`src/rtl/wpt_pkg.sv`:
```
package wpt_pkg;

    typedef enum logic [1:0] {
        DIR_ANY    = 2'd0,
        DIR_READ   = 2'd1,
        DIR_WRITE  = 2'd2,
        DIR_EITHER = 2'd3
    } wpt_dir_e;

    typedef enum logic [1:0] {
        MODE_EXACT   = 2'd0,
        MODE_INSIDE  = 2'd1,
        MODE_OUTSIDE = 2'd2,
        MODE_EXACT2  = 2'd3
    } wpt_mode_e;

    typedef enum logic [1:0] {
        SZ_ANY   = 2'd0,
        SZ_BYTE  = 2'd1,
        SZ_WORD  = 2'd2,
        SZ_ANY2  = 2'd3
    } wpt_size_e;

    typedef enum logic [1:0] {
        FLD_CTL  = 2'd0,
        FLD_ADDR = 2'd1,
        FLD_DATA = 2'd2,
        FLD_MASK = 2'd3
    } wpt_field_e;

    // control word, bit 0 at the bottom
    typedef struct packed {
        wpt_size_e size;  // [6:5]
        wpt_mode_e mode;  // [4:3]
        wpt_dir_e  dir;   // [2:1]
        logic      en;    // [0]
    } wpt_ctl_t;

    localparam int CTL_W = $bits(wpt_ctl_t);

endpackage

```
`src/rtl/wpt_cfg.sv`:
```
module wpt_cfg
    import wpt_pkg::*;
#(
    parameter int N_CMP  = 4,
    parameter int ADDR_W = 16,
    parameter int DATA_W = 16,
    parameter int REG_W  = 16,
    parameter int CMP_W  = 2
) (
    input  logic              clk,
    input  logic              rst_n,
    input  logic              cfg_we,
    input  logic [CMP_W-1:0]  cfg_cmp,
    input  logic [1:0]        cfg_field,
    input  logic [REG_W-1:0]  cfg_wdata,
    output wpt_ctl_t          ctl      [N_CMP],
    output logic [ADDR_W-1:0] addr_val [N_CMP],
    output logic [DATA_W-1:0] data_val [N_CMP],
    output logic [DATA_W-1:0] data_msk [N_CMP]
);

    wpt_field_e fld;
    assign fld = wpt_field_e'(cfg_field);

    for (genvar k = 0; k < N_CMP; k++) begin : g_slot
        logic sel;
        assign sel = cfg_we && (cfg_cmp == CMP_W'(k));

        always_ff @(posedge clk or negedge rst_n) begin
            if (!rst_n) begin
                ctl[k]      <= '0;
                addr_val[k] <= '0;
            end else if (sel) begin
                if (fld == FLD_CTL)  ctl[k]      <= wpt_ctl_t'(cfg_wdata[CTL_W-1:0]);
                if (fld == FLD_ADDR) addr_val[k] <= cfg_wdata[ADDR_W-1:0];
            end
        end

        if ((k % 2) == 0) begin : g_full
            always_ff @(posedge clk or negedge rst_n) begin
                if (!rst_n) begin
                    data_val[k] <= '0;
                    data_msk[k] <= '0;
                end else if (sel) begin
                    if (fld == FLD_DATA) data_val[k] <= cfg_wdata[DATA_W-1:0];
                    if (fld == FLD_MASK) data_msk[k] <= cfg_wdata[DATA_W-1:0];
                end
            end
        end else begin : g_addr_only
            assign data_val[k] = '0;
            assign data_msk[k] = '0;
        end
    end

endmodule

```
`src/rtl/wpt_cmp.sv`:
```
module wpt_cmp
    import wpt_pkg::*;
#(
    parameter int ADDR_W = 16,
    parameter int DATA_W = 16,
    parameter bit FULL   = 1'b1
) (
    input  wpt_ctl_t          ctl,
    input  logic [ADDR_W-1:0] own_addr,
    input  logic [ADDR_W-1:0] max_addr,
    input  logic [DATA_W-1:0] data_val,
    input  logic [DATA_W-1:0] data_msk,
    input  logic              bus_valid,
    input  logic [ADDR_W-1:0] bus_addr,
    input  logic [DATA_W-1:0] bus_data,
    input  logic              bus_rnw,
    input  logic              bus_byte,
    output logic              hit
);

    logic dir_ok;
    logic qual;

    always_comb begin
        unique case (ctl.dir)
            DIR_READ:  dir_ok = bus_rnw;
            DIR_WRITE: dir_ok = !bus_rnw;
            default:   dir_ok = 1'b1;
        endcase
    end

    assign qual = bus_valid && ctl.en && dir_ok;

    if (FULL) begin : g_full
        logic in_span;
        logic data_ok;
        assign in_span = (bus_addr >= own_addr) && (bus_addr <= max_addr);
        assign data_ok = ((bus_data ^ data_val) & data_msk) == '0;

        always_comb begin
            unique case (ctl.mode)
                MODE_INSIDE:  hit = qual && in_span;
                MODE_OUTSIDE: hit = qual && !in_span;
                default:      hit = qual && (bus_addr == own_addr) && data_ok;
            endcase
        end
    end else begin : g_addr
        logic size_ok;
        always_comb begin
            unique case (ctl.size)
                SZ_BYTE: size_ok = bus_byte;
                SZ_WORD: size_ok = !bus_byte;
                default: size_ok = 1'b1;
            endcase
        end
        assign hit = qual && size_ok && (bus_addr == own_addr);
    end

endmodule

```
`src/rtl/wpt_bank.sv`:
```
module wpt_bank
    import wpt_pkg::*;
#(
    parameter int N_PAIRS = 2,
    parameter int ADDR_W  = 16,
    parameter int DATA_W  = 16,
    localparam int N_CMP  = 2 * N_PAIRS,
    localparam int CMP_W  = (N_CMP > 1) ? $clog2(N_CMP) : 1,
    localparam int WID_AD = (ADDR_W > DATA_W) ? ADDR_W : DATA_W,
    localparam int REG_W  = (WID_AD > CTL_W) ? WID_AD : CTL_W
) (
    input  logic              clk,
    input  logic              rst_n,
    input  logic              cfg_we,
    input  logic [CMP_W-1:0]  cfg_cmp,
    input  logic [1:0]        cfg_field,
    input  logic [REG_W-1:0]  cfg_wdata,
    input  logic              bus_valid,
    input  logic [ADDR_W-1:0] bus_addr,
    input  logic [DATA_W-1:0] bus_data,
    input  logic              bus_rnw,
    input  logic              bus_byte,
    output logic [N_CMP-1:0]  match
);

    wpt_ctl_t          ctl      [N_CMP];
    logic [ADDR_W-1:0] addr_val [N_CMP];
    logic [DATA_W-1:0] data_val [N_CMP];
    logic [DATA_W-1:0] data_msk [N_CMP];
    logic [N_CMP-1:0]  hit;

    wpt_cfg #(
        .N_CMP(N_CMP), .ADDR_W(ADDR_W), .DATA_W(DATA_W),
        .REG_W(REG_W), .CMP_W(CMP_W)
    ) u_cfg (
        .clk(clk), .rst_n(rst_n), .cfg_we(cfg_we), .cfg_cmp(cfg_cmp),
        .cfg_field(cfg_field), .cfg_wdata(cfg_wdata),
        .ctl(ctl), .addr_val(addr_val), .data_val(data_val), .data_msk(data_msk)
    );

    for (genvar p = 0; p < N_PAIRS; p++) begin : g_pair
        localparam int LO = 2 * p;
        localparam int HI = 2 * p + 1;

        wpt_cmp #(.ADDR_W(ADDR_W), .DATA_W(DATA_W), .FULL(1'b1)) u_lo (
            .ctl(ctl[LO]), .own_addr(addr_val[LO]), .max_addr(addr_val[HI]),
            .data_val(data_val[LO]), .data_msk(data_msk[LO]),
            .bus_valid(bus_valid), .bus_addr(bus_addr), .bus_data(bus_data),
            .bus_rnw(bus_rnw), .bus_byte(bus_byte), .hit(hit[LO])
        );

        wpt_cmp #(.ADDR_W(ADDR_W), .DATA_W(DATA_W), .FULL(1'b0)) u_hi (
            .ctl(ctl[HI]), .own_addr(addr_val[HI]), .max_addr(addr_val[HI]),
            .data_val(data_val[HI]), .data_msk(data_msk[HI]),
            .bus_valid(bus_valid), .bus_addr(bus_addr), .bus_data(bus_data),
            .bus_rnw(bus_rnw), .bus_byte(bus_byte), .hit(hit[HI])
        );

        // range bounds on the full comparator's line
        assert_inside_bounds_R8: assert property (@(posedge clk) disable iff (!rst_n)
            (bus_valid && ctl[LO].mode == MODE_INSIDE &&
             (bus_addr < addr_val[LO] || bus_addr > addr_val[HI])) |=> !match[LO]);

        assert_outside_bounds_R9: assert property (@(posedge clk) disable iff (!rst_n)
            (bus_valid && ctl[LO].mode == MODE_OUTSIDE &&
             bus_addr >= addr_val[LO] && bus_addr <= addr_val[HI]) |=> !match[LO]);

        assert_byte_only_R7: assert property (@(posedge clk) disable iff (!rst_n)
            (ctl[HI].size == SZ_BYTE && !bus_byte) |=> !match[HI]);
    end

    always_ff @(posedge clk or negedge rst_n) begin
        if (!rst_n) match <= '0;
        else        match <= hit;
    end

    assert_idle_no_match_R2: assert property (@(posedge clk) disable iff (!rst_n)
        !bus_valid |=> (match == '0));

    for (genvar k = 0; k < N_CMP; k++) begin : g_chk
        assert_disabled_quiet_R3: assert property (@(posedge clk) disable iff (!rst_n)
            !ctl[k].en |=> !match[k]);

        assert_read_only_R6: assert property (@(posedge clk) disable iff (!rst_n)
            (bus_valid && ctl[k].dir == DIR_READ && !bus_rnw) |=> !match[k]);
    end

endmodule

```
`config.mk`:
```
export PLATFORM = sky130hd
export DESIGN_NAME = wpt_bank
export DESIGN_NICKNAME = d
export VERILOG_FILES = /design/src/rtl/wpt_pkg.sv /design/src/rtl/wpt_cfg.sv /design/src/rtl/wpt_cmp.sv /design/src/rtl/wpt_bank.sv
export SDC_FILE = /design/constraint.sdc
export NUM_CORES = 1
export LEC_CHECK = 0
export BUFFER_PORTS_ARGS = -buffer_cell sky130_fd_sc_hd__buf_4
export CAP_MARGIN = 20
export CELL_PAD_IN_SITES_DETAIL_PLACEMENT = 0
export CELL_PAD_IN_SITES_GLOBAL_PLACEMENT = 1
export CORE_ASPECT_RATIO = 1.5
export CORE_MARGIN = 1.5
export CORE_UTILIZATION = 41
export DETAILED_ROUTE_END_ITERATION = 10
export PLACE_DENSITY_LB_ADDON = 0.12
export SYNTH_ARGS = -nofsm -noshare
export SYNTH_HDL_FRONTEND = slang
export SYNTH_HIERARCHICAL = 1
export SYNTH_SLANG_ARGS = --single-unit
```
`constraint.sdc`:
```
create_clock -name clk -period 2.3 [get_ports clk]
set_clock_uncertainty 0.2 [all_clocks]
set_input_delay 0.46 -clock clk [delete_from_list [all_inputs] [get_ports clk]]
set_output_delay 0.46 -clock clk [all_outputs]
set_load 0.03 [all_outputs]
```
Yosys cells after proc, flatten, opt, wreduce, memory -nomap -nowiden
Index checks and enable logic that the tools add are counted.

storage, ports and cells
  bits in registers = 152
  output and inout port bits = 4

operators by class
  magnitude comparators = 4
  equality and inequality tests = 26
  muxes and demuxes = 8
  bitwise operators = 4
  reduce and logical (&&, ||, !) cells = 46

operators by type and width
  kind                count
  $eq 16x16->1        4
  $and 16x16->16      2
  $ge 16x16->1        2
  $le 16x16->1        2
  $logic_not 16->1    2
  $xor 16x16->16      2
  $logic_and 1x1->1   26
  $eq 2x2->1 const B  12
  $reduce_and 2->1    12
  $eq 2x1->1 const B  10
  $pmux 1 s2          8
  $logic_not 1->1     4
  $logic_not 2->1     2

Logic depth before layout (Yosys ltp)
Gate-level depths: netlist of the first run.

  depth after elaboration = 6
  mapped depth = 8
  gate-level depth less buffers = 8

Cells and area by module
The synthesis of the first run kept the hierarchy.

by module, submodules not included
  module                         times used  cells each  area an instance (µm²)
  wpt_cfg                        1           416         6,451.2
  wpt_cmp at g_pair[0].u_lo ...  2           154         1,139.8
  wpt_cmp at g_pair[0].u_hi ...  2           34          297.8
  wpt_bank                       1           4           100.1

Worst setup path after synthesis of the first run
OpenSTA, ideal clock, no wires.

  path kind = input -> register
  start = in bus_addr[13]
  end = reg match[0]
  data arrival time = 1.932 ns
  required time = 2.031 ns
  path slack = 0.099 ns
  stages on the path = 6
  cell sequence = ha_1 nand4_2 or4_1 a2111oi_2 nand4_1 nand3_1

between the ends
  cells in the longest elaborated chain, start to end = 5
  elaborated cells between the ends (all ways) = 10
  classes of those cells = 2 x order compare; 1 x eq/ne; 1 x mux; 6 x reduce/logical

RTL lines
  what                                          line            text
  start, declared                               wpt_bank.sv:19  input logic [ADDR_W-1:0] bus_addr,
  $ge 16x16->1 or $le 16x16->1 (tied branches)  wpt_cmp.sv:37   assign in_span = (bus_addr >= own_addr) && (bus_addr <= max_addr);
  $logic_and 1x1->1                             wpt_cmp.sv:37
  $logic_not 1->1                               wpt_cmp.sv:43   MODE_OUTSIDE: hit = qual && !in_span;
  $logic_and 1x1->1                             wpt_cmp.sv:43
  $pmux 1 s2 *                                  wpt_cmp.sv:41   unique case (ctl.mode)
  named net hit[0]                              wpt_bank.sv:30  logic [N_CMP-1:0] hit;
  end signal, assigned                          wpt_bank.sv:74  else match <= hit;
  end, declared                                 wpt_bank.sv:23  output logic [N_CMP-1:0] match

The timed path passes the listed nets; every way through them passes the cells marked *.
A chain may end at the register's enable or synchronous reset.

Final worst setup path of the first run
  start = reg u_cfg/addr_val[57] in the netlist's numbering
  end = reg match[0]

between the ends
  cells in the longest elaborated chain, start to end = 5
  elaborated cells between the ends (all ways) = 9
  classes of those cells = 1 x order compare; 1 x eq/ne; 1 x mux; 6 x reduce/logical

RTL lines
  what                             line            text
  start, declared                  wpt_cfg.sv:17   output logic [ADDR_W-1:0] addr_val [N_CMP],
  start signal, assigned by index  wpt_cfg.sv:35   if (fld == FLD_ADDR) addr_val[k] <= cfg_wdata[ADDR_W-1:0];
  $ge 16x16->1                     wpt_cmp.sv:37
  $logic_and 1x1->1                wpt_cmp.sv:37
  $logic_not 1->1                  wpt_cmp.sv:43
  $logic_and 1x1->1                wpt_cmp.sv:43
  $pmux 1 s2 *                     wpt_cmp.sv:41
  named net hit[0]                 wpt_bank.sv:30

Marked as above.

==> summary.md, run 1 <==
| Metric | Value |
|---|---|
| Outcome | `finished clean` |
| CTS H-tree lvls | `4` |
| Peak VDD IR | `between 0.5 and 0.6 mV` |
| Hold Violations, Final | `0` |
| Post-Syn Area | `~8700 sq um` |
| Synth Warn # | `6` |
| Root Buffer | `clkbuf_16` |
| Initial core utilization | `0.420` |
| Number of global-route vias before repair | `~6,400` |
| Share of cells above drive strength 1 | `0.400` |
| First DRT Iteration DRCs | `~180` |
| Max-cap violations | `0` |
| Lkg Pwr | `5.03 nW` |
| Worst EP arrival | `approximately 2.4 ns` |
| Relative slew slack | `0.666` |
| CP required | `approximately 2.5 ns` |
| DR vias/cell | `~5.2` |
| Die Ht | `~180 um` |
| Antenna Cells | `0` |
| Global-route congestion overflow total | `0` |
| Post-synthesis cell count | `about 720` |
| Placer Congestion | `a little under 0.9` |
| CP max FO | `2` |
| Core box area | `20,600 sq um` |
| Crit path launch type | `flip-flop` |
| Mapped Nets | `roughly 850` |
| Final WS setup | `roughly 0.038 ns` |
| Average cell area after synthesis | `roughly 12 sq um` |
| CTS max path bufs | `2` |
| First-pass GRT wire length | `34,100 um` |
| Num CTS Buffers | `17` |
| First-pass detailed-route iteration total | `4` |
| Logic gate share of total power | `0.294` |
| TritonCTS clock tree | `built` |
| WL/cell | `19.4 um` |
| # nets final | `about 1,000` |
| Final setup fails | `0` |
| Seq pwr share | `0.405` |
| Tightest Hold Check Type | `in2reg` |
| Synth-to-Final Area Change | `23.4%` |
| Sink Count | `~150` |
| Die ar. | `22,000 sq um` |
| Top Ports | `62` |
| Total GRT Usage | `0.208` |
| Initial antenna violation count | `0` |
| Post-DP HPWL | `16,600 um` |
| Placed Instance Area | `about 9900 sq um` |
| Hold WS | `roughly 0.14 ns` |
| DP Worst Slack | `-0.475 ns` |
| Slew Limit Fails | `0` |
| Fin crit share | `0.983` |
| Clock transition at the registers of the reported paths | `roughly 0.06 ns` |
| Largest net degree at the start of global routing | `39` |
| Row count | `64` |
| DR vias | `~6,000` |
| Pwr per Cell Area | `850 nW/um^2` |
| Routed WL | `roughly 22,000 um` |
| I/O Buffers | `slightly above 60` |
| Internal Dissipation | `roughly 6.3 mW` |
| Antenna viol nets, final | `0` |
| NetSw | `2.77 mW` |
| Period minus WS final | `around 2.3 ns` |
| Sw Ratio | `0.304` |
| Fraction of power consumed by the clock network | `0.300` |
| DRC | `0` |
| Fmax | `around 440 MHz` |
| Worst setup EP type | `flip-flop` |
| Worst-Skew Late Latency | `about 0.42 ns` |
| # fillers | `roughly 1,800` |
| Fin area | `around 11,000 sq um` |
| Least-Margin Pin Slew | `roughly 0.5 ns` |
| Die Span X | `122 um` |
| WS Path Type | `reg2reg` |
state kept, by name, indices dropped and copies added, names as in the netlist:
name,count
u_cfg/addr_val,64
match,4
u_cfg/ctl,20
u_cfg/data_msk,32
u_cfg/data_val,32
power groups by stage:
stage                     Clock (mW)  Sequential, mW  Combinational, mW
final                           2.73            3.68               2.67
after global routing            2.93            3.76               2.96
after CTS                       2.82            3.69               2.59
after detailed placement           0            3.73               2.56
after global placement             0            3.70               2.50
after floorplan                    0            3.63               1.61
area by class of cell:
type / count / area, sq um / area share
well taps: 264 / 330 / 0.0309
multi-input cells: 465 / 4590 / 0.430
inverters: 78 / 293 / 0.0274
repair buffers: 132 / 1080 / 0.102
clock buffers: 21 / 450 / 0.0422
flip-flops and latches: 152 / 3800 / 0.356
clock inverters: 11 / 124 / 0.0116
final timing paths:
| check | startpoint | to | slack [ns] | cells past startpoint |
|---|---|---|---|---|
| min | cfg_wdata[12] | u_cfg/data_val[60] | 0.14 | 2 |
| max reg2reg | u_cfg/addr_val[57] | match[0] | 0.04 | 7 |
| min reg2reg | u_cfg/addr_val[28] | u_cfg/addr_val[28] | 0.31 | 1 |
| min in group asynchronous | rst_n | u_cfg/data_val[58] | 0.31 | 2 |
| max in group asynchronous | rst_n | u_cfg/addr_val[44] | 0.95 | 3 |
| max | u_cfg/addr_val[57] | match[0] | 0.04 | 7 |
placed cells by master, fill, tap and decap left out, types with 3 or more instances in the layout:
| cell | instances |
|---|---|
| clkinvlp_4 | 6 |
| clkbuf_1 | 3 |
| xor2_1 | 62 |
| o21ai_0 | 10 |
| buf_4 | 123 |
| nor4_2 | 7 |
| a22oi_1 | 4 |
| ha_1 | 73 |
| buf_12 | 7 |
| ha_4 | 5 |
| inv_1 | 78 |
| o211ai_1 | 4 |
| nor3_1 | 3 |
| nor3b_1 | 3 |
| clkbuf_16 | 17 |
| nor2b_1 | 4 |
| and3_1 | 3 |
| nand3_1 | 9 |
| mux2_4 | 10 |
| a221oi_1 | 4 |
| or3_1 | 4 |
| nand4_1 | 16 |
| mux2_2 | 139 |
| dfrtp_1 | 151 |
| a21oi_1 | 23 |
| nand2b_1 | 7 |
| nor3_2 | 4 |
| a22o_1 | 4 |
| nand2_1 | 17 |
| mux2_1 | 3 |
| nor2_1 | 8 |
stage by stage:
step / utilization / TNS, ns / cells / power (mW)
detailed placement: 0.480 / -0.754 / 1084 / 6.29
finish: 0.519 / 0 / 1123 / 9.08
floorplan: - / 0 / 715 / 5.25
global route: 0.519 / -0.0396 / 1123 / 9.65
CTS: 0.510 / -0.0887 / 1118 / 9.09
global placement: 0.480 / -0.685 / 1084 / 6.19
metal layers:
| metal | global-route usage | part of all wire | vias to the layer above |
|---|---|---|---|
| met4 | 0.0758 | 0.025 | 0 |
| met5 | 0 | 0 | - |
| li1 | - | - | 2789 |
| met1 | 0.249 | 0.42 | 2948 |
| met3 | 0.0360 | 0.029 | 24 |
| met2 | 0.368 | 0.53 | 90 |
worst max-delay path: stages (launching register included):
cell       delay (ns)
dfrtp_1          0.36
inv_1            0.05
ha_1             0.29
nand4_1          0.22
or4_4            0.60
a2111oi_4        0.21
nand4_1          0.14
nand3_1          0.12
what timing repair did:
action / in CTS / in global routing
setup endpoints to repair: 2 / 2
gates resized for setup: 4 / 20
buffers inserted: 1 / 5
pin swaps: 3 / 16
hold endpoints to repair: 33 / 0
hold buffers: 1 / 0
Note: power is estimated with default switching activity, not from simulation.
==> run 2: changes to the inputs <==
--- a/config.mk
+++ b/config.mk
@@ -11,7 +11,7 @@
 export CELL_PAD_IN_SITES_GLOBAL_PLACEMENT = 1
 export CORE_ASPECT_RATIO = 1.5
 export CORE_MARGIN = 1.5
-export CORE_UTILIZATION = 41
+export CORE_UTILIZATION = 50
 export DETAILED_ROUTE_END_ITERATION = 10
 export PLACE_DENSITY_LB_ADDON = 0.12
 export SYNTH_ARGS = -nofsm -noshare
==> run 2 against run 1 <==
Effect of this change:
- global-route usage up 4.0 points
- via count grew 1.8%
- setup slack gained 0.028 ns
- critical endpoint is now match[2]
==> summary.md, run 2 (synthesis results as in run 1) <==
| Metric | Value |
|---|---|
| DRC | `0 (unchanged)` |
| Worst-Skew Late Latency | `0.43 ns (about the same)` |
| Outcome | `finished clean` |
| Worst R2R Setup Slack | `0.07 ns (+0.03 ns)` |
| Logic gate share of total power | `0.297 (+0.003)` |
| CP bufs+invs | `1 (unchanged)` |
| Worst hold path startpoint | `cfg_wdata[15]` |
| NetSw | `2.82 mW (+1.8%)` |
| DR vias | `5,955 (+1.8%)` |
| I/O Buffers | `61 (unchanged)` |
| Die ar. | `18,100 sq um (-18%)` |
| Die Ht | `164 um (-9.3%)` |
| Total GRT Usage | `0.247 (+0.0398)` |
| Top Ports | `62 (unchanged)` |
| Clock transition at the registers of the reported paths | `0.06 ns (about the same)` |
| Sw Ratio | `0.305 (+0.000507)` |
| Post-DP HPWL | `16,100 um (-2.8%)` |
| WS Path Type | `reg2reg` |
| Setup TNS | `0 ns (unchanged)` |
| Worst EP arrival | `2.34 ns (-0.08 ns)` |
| Core box area | `16,800 sq um (-18%)` |
| Fmax | `448 MHz (+1.3%)` |
| Peak VDD IR | `0.601 mV (+13%)` |
| Antenna Cells | `0 (unchanged)` |
| Die Span X | `110 um (-9.2%)` |
| Worst setup EP type | `flip-flop` |
| Synth-to-Final Area Change | `23.6% (about the same)` |
| First DRT Iteration DRCs | `244 (+37%)` |
| Least-Margin Pin Slew | `0.480 ns (-0.0161 ns)` |
| Reg with most FFs | `u_cfg/addr_val` |
| WL/cell | `19.7 um (+1.4%)` |
| Most frequent cells in the layout | `dfrtp_1, mux2_2, buf_4` |
| Crit. Startpoint | `u_cfg/addr_val[14]` |
| Critical R2R Launch | `u_cfg/addr_val[14]` |
| Final WS setup | `0.0668 ns (+0.0283 ns)` |
| Antenna viol nets, final | `0 (unchanged)` |
| DP Worst Slack | `-0.377 ns (+0.0975 ns)` |
| CP top delay family | `simple AND/OR/NAND/NOR gates` |
| Num CTS Buffers | `17 (unchanged)` |
| Lkg Pwr | `5.06 nW (+0.55%)` |
| Share of cells above drive strength 1 | `0.408 (+0.00789)` |
| Root Buffer | `clkbuf_16` |
| Fraction of power consumed by the clock network | `0.305 (+0.005)` |
| Placer Congestion | `0.932 (+7.3%)` |
| RSZ-0062 raised after global routing | `yes` |
| CTS H-tree lvls | `4 (unchanged)` |
| Flip-flop count of the largest register after layout | `64 (unchanged)` |
| Initial antenna violation count | `0 (unchanged)` |
| Max-cap violations | `0 (unchanged)` |
| Crit path launch type | `flip-flop` |
| Row count | `58 (-9.4%)` |
| Global-route congestion overflow total | `0 (unchanged)` |
| Fin crit share | `0.971 (-0.0123)` |
| Largest net degree at the start of global routing | `56 (+44%)` |
| TritonCTS clock tree | `built` |
| Internal Dissipation | `6.42 mW (+1.5%)` |
| Overall power | `9.23 mW (+1.6%)` |
| Pwr per Cell Area | `863 nW/um^2 (+1.5%)` |
| CTS max path bufs | `2 (unchanged)` |
| Commonest non-fill, non-tap cell in the layout | `dfrtp_1` |
| Largest registers | `u_cfg/addr_val x64, u_cfg/data_msk x32, u_cfg/data_val x32` |
| # nets final | `985 (+0.31%)` |
| Period minus WS final | `2.23 ns (-0.0283 ns)` |
| CP max FO | `3 (+1)` |
| Tightest Hold Check Type | `in2reg` |
| CP max stage delay | `0.40 ns (-0.20 ns)` |
| Seq pwr share | `0.397 (-0.008)` |
| Final setup fails | `0 (unchanged)` |
| Hold Violations, Final | `0 (unchanged)` |
| Number of global-route vias before repair | `6,505 (+2.1%)` |
| Sink Count | `152 (unchanged)` |
| Post-layout util | `0.635 (+0.116)` |
| DR vias/cell | `5.56 (+6.6%)` |
| First-pass GRT wire length | `34,100 um (about the same)` |
| Slowest stage cell, crit path | `nor4_4` |
| First-pass detailed-route iteration total | `4 (unchanged)` |
| Relative slew slack | `0.679 (+0.0135)` |
| Initial core utilization | `0.514 (+0.0935)` |
| CP required | `2.41 ns (-0.05 ns)` |
| Worst-path cell chain | `inv_1 > ha_4 > nand4_1 > nor4_4 > a21boi_4 > o31ai_4 > mux2i_1 > nand3_1` |
| Routed WL | `21,100 um (-3.2%)` |
| Slew Limit Fails | `0 (unchanged)` |
[run 2: cell count changes in the layout (fill, tap and decap cells not counted), sizes merged]
| cell | delta |
|---|---|
| buf | +3 |
| clkinvlp | -3 |
| inv | +3 |
[run 2: power by group through the flow]
stage / clock [mW] / sequential (mW) / combinational (mW)
floorplan: 0 / 3.63 / 1.61
global placement: 0 / 3.68 / 2.45
detailed placement: 0 / 3.72 / 2.55
CTS: 2.88 / 3.68 / 2.62
global route: 3.00 / 3.75 / 3.05
finish: 2.82 / 3.67 / 2.74
[run 2: final cells by class]
class / count / area (sq um)
fillers: 1380 / 6150
multi-input cells: 465 / 4640
flip-flops and latches: 152 / 3800
repair buffers: 135 / 1090
clock buffers: 21 / 460
inverters: 78 / 293
well taps: 210 / 263
clock inverters: 11 / 138
[run 2: per-layer routing]
layer	GRT usage	vias up	share of wire
met3	0.0376	47	0.026
met2	0.451	102	0.53
li1	-	2813	-
met1	0.282	2993	0.41
met5	0	-	0
met4	0.124	0	0.042
[run 2: worst paths after layout]
kind | cells after the start | endpoint
worst max-delay path | 8 | match[2]
worst min-delay path | 2 | u_cfg/data_msk[63]
worst max register to register | 8 | match[2]
worst min register to register | 1 | u_cfg/addr_val[51]
max in group asynchronous | 3 | u_cfg/data_val[23]
min in group asynchronous | 2 | u_cfg/ctl[5]
[run 2: stage by stage]
step / hold WS [ns] / instances / cell area (sq um)
global placement: 0.146 / 1025 / 9760
finish: 0.143 / 1072 / 10700
global route: 0.134 / 1072 / 10700
detailed placement: 0.147 / 1025 / 9760
CTS: 0.126 / 1061 / 10500
floorplan: -0.0356 / 715 / 8650
[run 2: what timing repair did]
| item | 4_1_cts | 5_1_grt |
|---|---|---|
| setup buffers | 3 | 11 |
| gates resized for setup | 13 | 16 |
| setup endpoints to repair | 2 | 2 |
| hold endpoints to repair | 23 | 0 |
| pin swaps | 9 | 16 |
| hold buffers | 1 | 0 |
